$ cat src/rtl/tgp_pkg.sv
package tgp_pkg;
  localparam int unsigned NUM_GROUPS      = 3;
  localparam int unsigned CH_PER_GROUP    = 8;
  localparam int unsigned PAIRS_PER_GROUP = CH_PER_GROUP / 2;
  localparam int unsigned NUM_CH          = NUM_GROUPS * CH_PER_GROUP;
endpackage

$ cat src/rtl/tgp_edge_sync.sv
module tgp_edge_sync #(
  parameter int unsigned STAGES = 2
) (
  input  logic clk_i,
  input  logic rst_ni,
  input  logic async_i,
  output logic rise_o
);
  logic samp;
  logic prev_q;

  generate
    if (STAGES == 0) begin : g_direct
      assign samp = async_i;
    end else begin : g_sync
      logic [STAGES-1:0] sync_q;
      always_ff @(posedge clk_i or negedge rst_ni) begin
        if (!rst_ni) begin
          sync_q <= '0;
        end else begin
          sync_q[0] <= async_i;
          for (int i = 1; i < int'(STAGES); i++) sync_q[i] <= sync_q[i-1];
        end
      end
      assign samp = sync_q[STAGES-1];
    end
  endgenerate

  always_ff @(posedge clk_i or negedge rst_ni) begin
    if (!rst_ni) prev_q <= 1'b0;
    else         prev_q <= samp;
  end

  assign rise_o = samp & ~prev_q;


  single_rise_chk: assert property (@(posedge clk_i) disable iff (!rst_ni)
    rise_o |=> !rise_o);
endmodule

$ cat src/rtl/tgp_gs_counter.sv
module tgp_gs_counter #(
  parameter int unsigned W = 12
) (
  input  logic         clk_i,
  input  logic         rst_ni,
  input  logic         blank_ni,
  input  logic         step_i,
  output logic [W-1:0] cnt_o
);
  localparam logic [W-1:0] CNT_MAX = '1;

  logic [W-1:0] cnt_q;

  always_ff @(posedge clk_i or negedge rst_ni) begin
    if (!rst_ni)                        cnt_q <= '0;
    else if (!blank_ni)                 cnt_q <= '0;
    else if (step_i && cnt_q != CNT_MAX) cnt_q <= cnt_q + 1'b1;
  end

  assign cnt_o = cnt_q;


  blank_clear_chk: assert property (@(posedge clk_i) disable iff (!rst_ni)
    !blank_ni |=> cnt_q == '0);

  sat_hold_chk: assert property (@(posedge clk_i) disable iff (!rst_ni)
    (blank_ni && cnt_q == CNT_MAX) |=> cnt_q == CNT_MAX);

  step_one_chk: assert property (@(posedge clk_i) disable iff (!rst_ni)
    (blank_ni && step_i && cnt_q != CNT_MAX) |=> cnt_q == $past(cnt_q) + 1'b1);

  idle_hold_chk: assert property (@(posedge clk_i) disable iff (!rst_ni)
    (blank_ni && !step_i) |=> $stable(cnt_q));
endmodule

$ cat src/rtl/tgp_pair_delay.sv
module tgp_pair_delay #(
  parameter int unsigned DEPTH = 0
) (
  input  logic       clk_i,
  input  logic       rst_ni,
  input  logic       blank_ni,
  input  logic [1:0] in_i,
  output logic [1:0] out_o
);
  generate
    if (DEPTH == 0) begin : g_pass
      assign out_o = in_i;
    end else begin : g_line
      logic [DEPTH-1:0][1:0] line_q;
      always_ff @(posedge clk_i or negedge rst_ni) begin
        if (!rst_ni) begin
          line_q <= '0;
        end else if (!blank_ni) begin
          line_q <= '0;
        end else begin
          line_q[0] <= in_i;
          for (int i = 1; i < int'(DEPTH); i++) line_q[i] <= line_q[i-1];
        end
      end
      assign out_o = line_q[DEPTH-1];


      line_flush_chk: assert property (@(posedge clk_i) disable iff (!rst_ni)
        !blank_ni |=> out_o == 2'b00);
    end
  endgenerate
endmodule

$ cat src/rtl/tgp_group.sv
module tgp_group
  import tgp_pkg::*;
#(
  parameter int unsigned W       = 12,
  parameter int unsigned STAGGER = 2,
  parameter int unsigned SYNC    = 2
) (
  input  logic                      clk_i,
  input  logic                      rst_ni,
  input  logic                      ref_clk_i,
  input  logic                      blank_ni,
  input  logic [CH_PER_GROUP*W-1:0] gs_i,
  output logic [CH_PER_GROUP-1:0]   drive_o
);
  logic                    step;
  logic [W-1:0]            cnt;
  logic [CH_PER_GROUP-1:0] raw;

  tgp_edge_sync #(.STAGES(SYNC)) u_edge (
    .clk_i   (clk_i),
    .rst_ni  (rst_ni),
    .async_i (ref_clk_i),
    .rise_o  (step)
  );

  tgp_gs_counter #(.W(W)) u_cnt (
    .clk_i    (clk_i),
    .rst_ni   (rst_ni),
    .blank_ni (blank_ni),
    .step_i   (step),
    .cnt_o    (cnt)
  );

  for (genvar c = 0; c < CH_PER_GROUP; c++) begin : g_cmp
    assign raw[c] = cnt < gs_i[c*W +: W];
  end

  for (genvar p = 0; p < PAIRS_PER_GROUP; p++) begin : g_pair
    logic [1:0] dly;
    tgp_pair_delay #(.DEPTH(p*STAGGER)) u_dly (
      .clk_i    (clk_i),
      .rst_ni   (rst_ni),
      .blank_ni (blank_ni),
      .in_i     ({raw[p+PAIRS_PER_GROUP], raw[p]}),
      .out_o    (dly)
    );
    assign drive_o[p]                 = blank_ni & dly[0];
    assign drive_o[p+PAIRS_PER_GROUP] = blank_ni & dly[1];
  end


  lead_pair_cmp_chk: assert property (@(posedge clk_i) disable iff (!rst_ni)
    drive_o[0] |-> (cnt < gs_i[W-1:0]));
endmodule

$ cat src/rtl/tri_group_pwm.sv
module tri_group_pwm
  import tgp_pkg::*;
#(
  parameter int unsigned GS_W        = 12,
  parameter int unsigned STAGGER     = 2,
  parameter int unsigned SYNC_STAGES = 2
) (
  input  logic                   clk_i,
  input  logic                   rst_ni,
  input  logic [NUM_GROUPS-1:0]  grp_clk_i,
  input  logic                   blank_ni,
  input  logic [NUM_CH*GS_W-1:0] gs_i,
  output logic [NUM_CH-1:0]      drive_o
);
  localparam int unsigned GRP_BITS = CH_PER_GROUP * GS_W;

  for (genvar g = 0; g < NUM_GROUPS; g++) begin : g_grp
    tgp_group #(
      .W       (GS_W),
      .STAGGER (STAGGER),
      .SYNC    (SYNC_STAGES)
    ) u_grp (
      .clk_i     (clk_i),
      .rst_ni    (rst_ni),
      .ref_clk_i (grp_clk_i[g]),
      .blank_ni  (blank_ni),
      .gs_i      (gs_i[g*GRP_BITS +: GRP_BITS]),
      .drive_o   (drive_o[g*CH_PER_GROUP +: CH_PER_GROUP])
    );
  end


  blank_off_chk: assert property (@(posedge clk_i) disable iff (!rst_ni)
    !blank_ni |-> drive_o == '0);

  always_comb begin
    if (!rst_ni && !blank_ni) reset_off_chk: assert (drive_o == '0);
  end
endmodule

$ cat config.mk
export PLATFORM = sky130hd
export DESIGN_NAME = tri_group_pwm
export DESIGN_NICKNAME = d
export VERILOG_FILES = /design/src/rtl/tgp_pkg.sv /design/src/rtl/tgp_edge_sync.sv /design/src/rtl/tgp_gs_counter.sv /design/src/rtl/tgp_pair_delay.sv /design/src/rtl/tgp_group.sv /design/src/rtl/tri_group_pwm.sv
export SDC_FILE = /design/constraint.sdc
export NUM_CORES = 1
export LEC_CHECK = 0
export BUFFER_PORTS_ARGS = -buffer_cell sky130_fd_sc_hd__buf_2
export CORE_MARGIN = 8
export CORE_UTILIZATION = 25
export CTS_CLUSTER_DIAMETER = 150
export CTS_CLUSTER_SIZE = 25
export DETAILED_ROUTE_END_ITERATION = 16
export GPL_TIMING_DRIVEN = 0
export SLEW_MARGIN = 20
export SYNTH_ARGS = -nofsm -noshare
export SYNTH_HDL_FRONTEND = slang
export SYNTH_SLANG_ARGS = --single-unit
$ cat constraint.sdc
create_clock -name clk_i -period 2.7 [get_ports clk_i]
set_input_delay 0.54 -clock clk_i [delete_from_list [all_inputs] [get_ports clk_i]]
set_output_delay 0.54 -clock clk_i [all_outputs]
set_load 0.005 [all_outputs]
==> out/summary.md, run 1 <==
* **total routing usage reported by global routing** 14.0%
* **worst-case reg-to-reg path depth** 5
* **standard-cell row count** 77
* **floorplan core area** 44200 sq um
* **horizontal die dimension** 227 microns
* **final setup fails** 0
* **worst-case clock buffer depth** 2
* **result of the run** completed
* **antenna violations before repair** 3
* **area of the die** 51800 sq um
* **nature of the critical path startpoint** flip-flop
* **Final Slew Violations** 0
* **area growth from synthesis to layout** 29.5%
* **Final HPWL DP** 29300 microns
* **worst stage delay on the critical path** 0.53 ns
* **Critical Path Fanout Max** 6
* **number of maximum-capacitance constraint violations** 0
* **library cell occupying the most area in the post-synthesis netlist** sky130_fd_sc_hd__ha_1
* **number of standard cells after synthesis** 1330
* **global-route wire length before repair** 57000 microns
* **total of warnings raised by yosys** 0
* **worst-case setup slack after placement** -0.621 ns
* **P per Cell Area** 335 nW/um^2
* **worst reg2reg path endpoint** g_grp[1].u_grp.g_pair[3].u_dly.g_line.line_q[1]
* **class of the worst hold path** in -> async
* **detailed-routing iteration count for the pre-antenna-repair pass** 7
* **register bit count reported by yosys** 117
* **fraction of registers with async set or reset after synthesis** 100%
* **Yosys top cell area share** 29.9%
* **Reg2Reg Setup Slack** 0.41 ns
* **global route overflow** 0
* **cell at the slowest stage of the critical path** sky130_fd_sc_hd__dfrtp_4
* **number of global-route vias before repair** 11100
* **remaining antenna violation count after routing** 0
* **LEAKAGE** 8.18 nW
* **Iter 0 DRT Violations** 422
* **final hold violations** 0
* **arrival time of data at the critical path endpoint** 2.09 ns
* **type of destination of the critical path** output port
* **Synth Area per Inst** 8.41 sq um
* **top cells by area, synth** sky130_fd_sc_hd__ha_1, sky130_fd_sc_hd__dfrtp_1, sky130_fd_sc_hd__inv_1
* **number of buffer cells added on primary ports** 317
* **starting density of the core** 25.3%
* **Worst EP required** 2.16 ns
* **Max Fclk** 381 MHz
* **routed wire length** 37600 microns
* **per-cell via count in the routed design** 4.55
* **slew at the pin with the worst max-slew slack** 0.817 ns
* **final weighted congestion of routability-driven global placement** 0.843
* **portion of the post-synthesis area used by sequential elements** 26.2%
* **Worst slew margin** 44.1%
* **post-layout net count** 2258
* **critical-path cell list** ha_1 -> a211oi_1 -> o21ai_0 -> a21oi_1 -> o2111a_1 -> buf_2
* **Routed wire per std cell** 16.3 microns
* **clock skew** 0.00867 ns
* **top post-synthesis cells by count** sky130_fd_sc_hd__inv_1, sky130_fd_sc_hd__ha_1, sky130_fd_sc_hd__dfrtp_1, sky130_fd_sc_hd__a21oi_1, sky130_fd_sc_hd__nand2_1
* **Sink Count** 117
* **root cell of the clock tree** sky130_fd_sc_hd__clkbuf_16
* **DRC** 0
* **FF-to-FF Start** g_grp[1].u_grp.u_cnt.cnt_o[1]
* **number of H-tree branching levels** 4
* **hold bufs inserted after CTS** 0
* **fraction of final layout cells sized beyond drive strength 1** 25.2%
* **Cell Area, Synth** 11200 sq um
* **number of unique standard cell types used by synthesis** 53
* **clock input transition at the sequential cells of the worst setup and hold paths** 0.06 ns
* **number of flops mapped to enable cells by yosys** 0
* **Worst IR Drop VDD** 0.416 mV
* **smallest setup slack after layout** 0.0743 ns
* **summed negative setup slack over all endpoints** 0 ns
* **leading register cell type out of synthesis** sky130_fd_sc_hd__dfrtp_1
* **overall via count from detail_route** 10500
* **startpoint-to-endpoint class of the critical path** reg -> out
* **height of the die** 227 microns
* **total power** 4.85 mW
* **top-level I/O count** 318
* **net count after synthesis** 1891
* **final worst path period need** 2.63 ns
* **clock latency at the later pin of the worst-skew pair** 0.41 ns
* **clock tree from TritonCTS** yes
* **pin count of the biggest net entering global routing** 64
* **library cell with the highest instance count after synthesis** sky130_fd_sc_hd__inv_1
* **final cycle utilization of the critical path** 97.2%
* **number of buffers created by CTS** 17
cells in the final DEF, fill, tap and decap left out, types with 8 or more instances in the layout:
cell | netlist | routed
sky130_fd_sc_hd__mux2i_1 | 8 | 8
sky130_fd_sc_hd__clkbuf_1 | 12 | 11
sky130_fd_sc_hd__nor2_1 | 36 | 36
sky130_fd_sc_hd__dfrtp_1 | 117 | 88
sky130_fd_sc_hd__o2111a_1 | 19 | 19
sky130_fd_sc_hd__a21oi_1 | 103 | 101
sky130_fd_sc_hd__nor2b_1 | 39 | 39
sky130_fd_sc_hd__clkbuf_16 | 0 | 17
sky130_fd_sc_hd__nand2b_1 | 12 | 12
sky130_fd_sc_hd__buf_4 | 0 | 27
sky130_fd_sc_hd__nand2_1 | 89 | 89
sky130_fd_sc_hd__buf_2 | 4 | 322
sky130_fd_sc_hd__o21ai_0 | 76 | 72
sky130_fd_sc_hd__dfrtp_4 | 0 | 8
sky130_fd_sc_hd__inv_1 | 291 | 291
sky130_fd_sc_hd__nand4_1 | 30 | 30
sky130_fd_sc_hd__and2_1 | 72 | 72
sky130_fd_sc_hd__nand3_1 | 22 | 22
sky130_fd_sc_hd__nor3_1 | 26 | 25
sky130_fd_sc_hd__a211oi_1 | 20 | 18
sky130_fd_sc_hd__dfrtp_2 | 0 | 21
sky130_fd_sc_hd__ha_1 | 267 | 264
metrics by stage:
stage               std cells  hold slack (ns)  area [sq um]  util, %
finish                   2303           0.0936         14500     32.7
global route             2302            0.122         14500     32.7
CTS                      2278            0.114         14200     32.2
detailed placement       2240            0.339         13500     30.6
global placement         2239            0.337         13500     30.5
floorplan                1330            0.244         11200        -
critical path, delay by kind of cell, from the launching register on:
family,cells,cell delay [ns]
flip-flops,1,0.53
buffers and inverters,1,0.12
AO/OA/AOI/OAI,4,0.71
adder cells (fa/ha/maj),1,0.31
state kept, by name (all words and copies together), names as in the netlist:
signal,cells
g_grp.u_grp.g_pair.u_dly.g_line.line_q,54
g_grp.u_grp.u_edge.prev_q,3
g_grp.u_grp.u_cnt.cnt_o,36
g_grp.u_grp.g_pair.u_dly.out_o,18
g_grp.u_grp.u_edge.g_sync.sync_q,6
cells by family after synthesis:
| group | after synthesis | share of synthesized area, % |
|---|---|---|
| AOI/OAI and AO/OA | 259 | 14.4 |
| DFF | 117 | 26.2 |
| muxes | 8 | 0.716 |
| xor gates and xnor gates | 4 | 0.313 |
| buffers and inverters | 309 | 10.4 |
| adders and majority gates | 267 | 29.9 |
| and+or+nand+nor | 366 | 18.1 |
routing by layer:
layer	wire [microns]	global-route usage (%)	vias to the layer above
met2	18500	24.5	274
met3	1840	3.04	63
met5	10	0	-
met4	901	4.80	2
met1	16300	16.9	4849
li1	-	-	5301
area by class of cell:
cell class,count,area [sq um]
inverter,291,1090
antenna,1,2.50
multi-input combinational,904,7150
clock inverter,12,129
timing repair buffer,348,1850
tap,592,741
clock buffer,20,457
fill,4644,29700
buffer,18,78.8
sequential,117,2980
what timing repair did:
| action | in CTS | in global routing |
|---|---|---|
| resized for setup | 35 | 21 |
| pin swaps | 0 | 3 |
| setup buffers | 6 | 24 |
| endpoints found under the setup margin | 13 | 6 |
| hold endpoints to repair | 0 | 0 |
worst max path at each step:
| stage | from | end | slack, ns | depth (start not counted) |
|---|---|---|---|---|
| 3_5_place_dp | blank_ni | drive_o[4] | -0.62 | 5 |
| 5_1_grt | g_grp[2].u_grp.u_cnt.cnt_o[3] | drive_o[20] | -0.02 | 6 |
| 2_1_floorplan | g_grp[0].u_grp.u_cnt.cnt_o[2] | drive_o[0] | 0.68 | 5 |
| 4_1_cts | g_grp[1].u_grp.u_cnt.cnt_o[7] | drive_o[8] | 0.006 | 6 |
| 3_3_place_gp | blank_ni | drive_o[4] | -0.61 | 5 |
| 6_report | g_grp[0].u_grp.u_cnt.cnt_o[2] | drive_o[4] | 0.07 | 6 |
power by group:
group / leakage (nW) / switching, mW / total (mW) / internal, mW
Sequential: 1.49 / 0.0235 / 1.83 / 1.81
Combinational: 6.41 / 0.427 / 0.796 / 0.369
Clock: 0.282 / 0.815 / 2.22 / 1.40
Total: 8.18 / 1.26 / 4.85 / 3.58
Note: power is estimated with default switching activity, not from simulation.
==> inputs of run 2 (changes only) <==
- ABC_AREA: unset -> 0
- CORE_UTILIZATION: 25 -> 31
- GPL_ROUTABILITY_DRIVEN: unset -> 0
==> run 2 against run 1 <==
Compared with the run above:
- non-clock buffer count down 7
- clock power down 2%
- critical path type unchanged
- total power down 1.1%
- routed wire length down 5.1%
==> out/summary.md, run 2 (synthesized netlist as in run 1, its figures left out) <==
* **clock latency at the later pin of the worst-skew pair** 0.41 ns
* **cell at the slowest stage of the critical path** sky130_fd_sc_hd__dfrtp_4
* **number of buffer cells added on primary ports** 317
* **number of maximum-capacitance constraint violations** 0
* **clock skew** 0.00939 ns
* **nature of the critical path startpoint** flip-flop
* **most frequent standard cell in the layout excluding fill and tap cells** sky130_fd_sc_hd__buf_2
* **worst path bufs/invs** 1
* **antenna violations before repair** 0
* **per-cell via count in the routed design** 4.77
* **area growth from synthesis to layout** 27.1%
* **worst-case clock buffer depth** 2
* **Worst EP required** 2.16 ns
* **horizontal die dimension** 206 microns
* **clock tree from TritonCTS** yes
* **Final Slew Violations** 0
* **final cycle utilization of the critical path** 96.3%
* **Worst slew margin** 45.1%
* **hold bufs inserted after CTS** 0
* **top-level I/O count** 318
* **number of H-tree branching levels** 4
* **largest reg by FF count** g_grp.u_grp.g_pair.u_dly.g_line.line_q
* **final setup fails** 0
* **final worst path period need** 2.60 ns
* **Iter 0 DRT Violations** 344
* **number of filler cells placed in the layout** 3690
* **area of the die** 42400 sq um
* **critical-path cell list** ha_1 -> a211oi_1 -> o21ai_0 -> a21oi_1 -> o2111a_1 -> buf_2
* **startpoint-to-endpoint class of the critical path** reg -> out
* **number of buffers created by CTS** 17
* **total instance count after detailed placement** 2109
* **standard-cell row count** 69
* **remaining antenna violation count after routing** 0
* **starting density of the core** 31.4%
* **detailed-routing iteration count for the pre-antenna-repair pass** 4
* **largest delay contributor family on the critical path** compound AO/OA/AOI/OAI gates
* **Routed wire per std cell** 16.5 microns
* **unrepaired setup endpoints after global routing** false
* **fraction of final layout cells sized beyond drive strength 1** 24.8%
* **worst stage delay on the critical path** 0.59 ns
* **pin count of the biggest net entering global routing** 70
* **overall via count from detail_route** 10300
* **root cell of the clock tree** sky130_fd_sc_hd__clkbuf_16
* **floorplan core area** 35600 sq um
* **post-layout net count** 2251
* **most frequent cells in the layout** sky130_fd_sc_hd__buf_2, sky130_fd_sc_hd__inv_1, sky130_fd_sc_hd__ha_1
* **routed wire length** 35700 microns
* **class of the worst hold path** in -> async
* **type of destination of the critical path** output port
* **Final HPWL DP** 27900 microns
* **Sink Count** 117
* **clock input transition at the sequential cells of the worst setup and hold paths** 0.06 ns
* **slew at the pin with the worst max-slew slack** 0.824 ns
* **global-route wire length before repair** 55300 microns
* **global route overflow** 0
* **total routing usage reported by global routing** 16.5%
* **final hold violations** 0
* **DRC** 0
* **number of global-route vias before repair** 10800
* **Max Fclk** 385 MHz
* **Critical Path Fanout Max** 14
* **total power** 4.79 mW
* **count of placed standard cells in the final layout, fillers left out** 2165
* **Worst IR Drop VDD** 0.317 mV
* **height of the die** 206 microns
* **flip-flop count of the largest register after layout** 54
* **P per Cell Area** 337 nW/um^2
* **arrival time of data at the critical path endpoint** 2.06 ns
* **LEAKAGE** 8.11 nW
* **result of the run** completed
run 2: cell count changes in the layout (fill, tap and decap cells not counted), sizes merged:
cell,delta
inv,-1
buf,-6
clkbuf,-1
clkinvlp,+3
dlymetal6s2s,-1
clkinv,-1
run 2: final cells by class:
cell class | count | area, sq um | area share, %
tap | 461 | 577 | 4.06
antenna | 1 | 2.50 | 0.0176
timing repair buffer | 341 | 1790 | 12.6
buffer | 18 | 80.1 | 0.563
sequential | 117 | 2980 | 21.0
clock inverter | 13 | 134 | 0.942
clock buffer | 19 | 443 | 3.12
multi-input combinational | 904 | 7110 | 50.1
inverter | 291 | 1090 | 7.69
run 2: final timing paths:
kind,start,to,slack [ns],cells past startpoint
min reg2reg,g_grp[0].u_grp.u_edge.g_sync.sync_q[0],g_grp[0].u_grp.u_edge.g_sync.sync_q[1],0.35,0
min,rst_ni,g_grp[0].u_grp.g_pair[3].u_dly.out_o[1],0.07,1
max in group asynchronous,rst_ni,g_grp[1].u_grp.u_cnt.cnt_o[7],1.89,2
min in group clk_i,grp_clk_i[1],g_grp[1].u_grp.u_edge.g_sync.sync_q[0],0.23,1
max reg2reg,g_grp[1].u_grp.u_cnt.cnt_o[8],g_grp[1].u_grp.u_cnt.cnt_o[0],0.62,4
max,g_grp[0].u_grp.u_cnt.cnt_o[3],drive_o[4],0.10,6
run 2: metrics by stage:
step	cell area [sq um]	util (%)	hold WS [ns]	setup WS (ns)	TNS, ns
detailed placement	13400	37.6	0.336	-0.188	-1.83
CTS	14000	39.4	0.0874	0.00565	0
global route	14200	39.9	0.0979	0.00544	0
finish	14200	40.0	0.0711	0.100	0
global placement	13300	37.5	0.334	-0.711	-59.15
floorplan	11200	-	0.244	0.679	0
run 2: per-layer routing:
| layer | vias up | part of all wire (%) | track usage [%] |
|---|---|---|---|
| met3 | 31 | 4.5 | 3.18 |
| li1 | 5283 | - | - |
| met1 | 4812 | 43 | 20.0 |
| met5 | - | 0 | 0 |
| met4 | 0 | 1.2 | 3.65 |
| met2 | 210 | 51 | 29.7 |
run 2: report_power, final:
group	internal [mW]	switching, mW
Sequential	1.81	0.0233
Clock	1.37	0.808
Combinational	0.364	0.417
Total	3.55	1.25
run 2: what timing repair did:
| item | CTS | global route |
|---|---|---|
| pin swaps | 0 | 3 |
| gates resized for setup | 29 | 19 |
| buffers inserted | 4 | 20 |
| endpoints found under the setup margin | 20 | 7 |
| gates cloned | 0 | 0 |
==> inputs of run 3 (changes only) <==
- SYNTH_HIERARCHICAL: unset -> 1
- clock period: 2.7 -> 2.8 ns (I/O delays scaled with it)
==> run 3 against run 2 <==
Compared with the run above:
- the flow now finishes with violations (negative setup slack)
- final area increased by 8.9%
- core utilization increased by 1.5 points
- sequential cell count unchanged
- hold slack improved by 0.059 ns
- combinational power increased by 2%
- global-route usage about the same
- sequential share of layout area decreased by 1.6 points
- register-to-register slack improved by 0.04 ns
- critical path type unchanged
- largest cell class unchanged
- highest routed layer is now met5
==> out/summary.md, run 3 <==
* **result of the run** finished with violations
* **violations in the final reports** negative setup slack
* **routed wire length** 36400 microns
* **standard-cell row count** 71
* **XOR/XNOR Fraction of Synth Area** 0.451%
* **DRC** 0
* **detailed-routing iteration count for the pre-antenna-repair pass** 4
* **clock tree from TritonCTS** yes
* **Sequential Power Share** 34.5%
* **leading register cell type out of synthesis** sky130_fd_sc_hd__dfrtp_1
* **top post-synthesis cells by count** sky130_fd_sc_hd__inv_1, sky130_fd_sc_hd__ha_1, sky130_fd_sc_hd__dfrtp_1, sky130_fd_sc_hd__and2_1, sky130_fd_sc_hd__a211oi_1
* **Iter 0 DRT Violations** 417
* **horizontal die dimension** 210 microns
* **nature of the critical path startpoint** flip-flop
* **fraction of power consumed by the clock network** 50.0%
* **final hold violations** 0
* **Switching Fraction** 25.1%
* **Cell Area, Synth** 11600 sq um
* **P per Cell Area** 331 nW/um^2
* **number of maximum-capacitance constraint violations** 0
* **cell area after layout** 15500 sq um
* **top cells by area, synth** sky130_fd_sc_hd__ha_1, sky130_fd_sc_hd__dfrtp_1, sky130_fd_sc_hd__inv_1
* **total routing usage reported by global routing** 16.5%
* **clock skew** 0.0101 ns
* **Final HPWL DP** 26600 microns
* **net count after synthesis** 1881
* **antenna violations before repair** 2
* **unrepaired setup endpoints after global routing** true
* **FF-to-FF Start** g_grp[0].u_grp/u_cnt/cnt_o[5]
* **multi-input logic area** 7730 sq um
* **final setup fails** 3
* **worst stage delay on the critical path** 0.44 ns
* **area of the die** 44000 sq um
* **fraction of the mapped netlist area in compound gates** 16.7%
* **global route overflow** 0
* **pin count of the biggest net entering global routing** 65
* **total instance count after detailed placement** 2113
* **most frequent cells in the layout** sky130_fd_sc_hd__buf_2, sky130_fd_sc_hd__inv_1, sky130_fd_sc_hd__ha_1
* **post-synthesis adder-cell area fraction** 28.7%
* **overall via count from detail_route** 10600
* **class of the worst hold path** in -> async
* **footprint of the flip-flops and latches** 3000 sq um
* **number of buffers created by CTS** 17
* **smallest setup slack after layout** -0.0624 ns
* **worst-case clock buffer depth** 2
* **final cycle utilization of the critical path** 102%
* **Worst IR Drop VDD** 0.323 mV
* **cell area reported after detailed placement** 13900 sq um
* **fraction of registers with async set or reset after synthesis** 100%
* **count of placed standard cells in the final layout, fillers left out** 2203
* **area growth from synthesis to layout** 32.9%
* **largest delay contributor family on the critical path** compound AO/OA/AOI/OAI gates
* **worst path bufs/invs** 2
* **number of filler cells placed in the layout** 3685
* **arrival time of data at the critical path endpoint** 2.30 ns
* **library cell with the highest instance count after synthesis** sky130_fd_sc_hd__inv_1
* **slew at the pin with the worst max-slew slack** 0.617 ns
* **hold bufs inserted after CTS** 0
* **top-level I/O count** 318
* **root cell of the clock tree** sky130_fd_sc_hd__clkbuf_16
* **starting density of the core** 31.2%
* **portion of the post-synthesis area used by sequential elements** 25.1%
* **Sink Count** 117
* **total of warnings raised by yosys** 6
* **number of unique standard cell types used by synthesis** 40
* **floorplan core area** 37300 sq um
* **Max Fclk** 349 MHz
* **clock latency at the later pin of the worst-skew pair** 0.42 ns
* **clock input transition at the sequential cells of the worst setup and hold paths** 0.06 ns
* **LEAKAGE** 8.90 nW
* **final worst path period need** 2.86 ns
* **Reg2Reg Setup Slack** 0.66 ns
* **Yosys top cell area share** 28.7%
* **register bit count reported by yosys** 117
* **type of destination of the critical path** output port
* **number of flops mapped to enable cells by yosys** 0
* **most frequent standard cell in the layout excluding fill and tap cells** sky130_fd_sc_hd__buf_2
* **height of the die** 210 microns
* **Internal Dissipation** 3.84 mW
* **library cell occupying the most area in the post-synthesis netlist** sky130_fd_sc_hd__ha_1
* **largest reg by FF count** g_grp.u_grp/g_pair.u_dly/g_line.line_q
* **Sw Pwr** 1.29 mW
* **number of H-tree branching levels** 4
* **remaining antenna violation count after routing** 0
* **worst-case reg-to-reg path depth** 7
* **worst reg2reg path endpoint** g_grp[0].u_grp/g_pair[3].u_dly/g_line.line_q[1]
* **flip-flop count of the largest register after layout** 54
* **combinational family with the most area after synthesis** adder cells
* **Worst EP required** 2.24 ns
* **Critical Path Fanout Max** 2
* **post-layout net count** 2276
* **Worst slew margin** 58.9%
* **number of buffer cells added on primary ports** 317
* **Synth Area per Inst** 8.82 sq um
* **mux cell area share after synthesis** 1.29%
* **cell at the slowest stage of the critical path** sky130_fd_sc_hd__dfrtp_2
* **Final Slew Violations** 0
* **Routed wire per std cell** 16.5 microns
* **global-route wire length before repair** 58800 microns
* **number of global-route vias before repair** 11500
* **fraction of final layout cells sized beyond drive strength 1** 32.8%
* **number of standard cells after synthesis** 1320
* **per-cell via count in the routed design** 4.80
* **startpoint-to-endpoint class of the critical path** reg -> out
* **area fraction in and, or, nand and nor cells after synthesis** 16.4%
* **critical-path cell list** ha_4 -> a211o_1 -> a31oi_1 -> o31ai_1 -> a221oi_1 -> buf_4 -> and2_4 -> buf_6
* **combinational fraction of design power** 15.5%
[run 3: timing repair]
action                     CTS  global route
setup endpoints to repair    6             6
pin swaps                   10            17
buffers inserted            53             6
gates resized for setup     62            36
hold endpoints to repair     0             0
[run 3: power by group through the flow]
stage               clock network, mW  registers, mW  logic (mW)
global placement                    0           1.81       0.720
global route                     2.71           1.77       0.910
detailed placement                  0           1.81       0.745
finish                           2.56           1.77       0.797
CTS                              2.63           1.77       0.777
floorplan                           0           1.79       0.363
[run 3: cell type report]
class | instances | area share, %
inverters | 291 | 7.06
diodes | 1 | 0.0162
flip-flops and latches | 117 | 19.4
plain buffers | 28 | 1.36
well taps | 474 | 3.83
clock buffers | 18 | 2.84
multi-input cells | 882 | 50.0
clock inverters | 14 | 1.59
repair buffers | 378 | 13.9
[run 3: cells by family after synthesis]
kind of cell | after synthesis
adders and majority gates | 267
DFF | 117
AOI/OAI and AO/OA | 270
buffers and inverters | 321
and+or+nand+nor | 324
xor gates and xnor gates | 6
muxes | 15
[run 3: per-layer routing]
metal | vias to the layer above | GRT usage (%) | share of wire (%) | wire length (microns)
met2 | 276 | 28.7 | 48 | 17500
li1 | 5294 | - | - | -
met1 | 4963 | 20.4 | 45 | 16400
met5 | - | 0 | 0.036 | 13
met4 | 2 | 4.06 | 1.6 | 590
met3 | 44 | 3.61 | 5.1 | 1840
[run 3: worst reg2reg max path: stages (launching register included)]
cell	delay [ns]
sky130_fd_sc_hd__dfrtp_4	0.53
sky130_fd_sc_hd__buf_4	0.16
sky130_fd_sc_hd__buf_4	0.17
sky130_fd_sc_hd__ha_1	0.29
sky130_fd_sc_hd__a211oi_1	0.21
sky130_fd_sc_hd__o21ai_1	0.12
sky130_fd_sc_hd__a2111oi_2	0.40
sky130_fd_sc_hd__and2_2	0.21
[run 3: worst max path at each step]
stage | start | end | slack, ns | cells after the start
floorplan | gs_i[2] | drive_o[0] | 0.34 | 8
global placement | rst_ni | g_grp[1].u_grp/u_edge/g_sync.sync_q[0] | -0.45 | 1
detailed placement | g_grp[2].u_grp/u_cnt/cnt_o[2] | drive_o[16] | -0.09 | 8
CTS | g_grp[0].u_grp/u_cnt/cnt_o[2] | drive_o[0] | -0.08 | 8
global route | g_grp[0].u_grp/u_cnt/cnt_o[2] | drive_o[4] | -0.21 | 8
finish | g_grp[0].u_grp/u_cnt/cnt_o[2] | drive_o[0] | -0.06 | 8
[run 3: per-stage QoR]
step	TNS [ns]	power, mW	hold WS (ns)	utilization [%]	worst slack [ns]
2_1_floorplan	0	2.16	0.264	-	0.341
3_3_place_gp	-52.10	2.53	0.335	37.1	-0.452
3_5_place_dp	-0.162	2.55	0.337	37.2	-0.0871
4_1_cts	-0.217	5.18	0.140	40.7	-0.0806
5_1_grt	-0.771	5.39	0.154	41.5	-0.213
6_report	-0.148	5.13	0.130	41.5	-0.0624
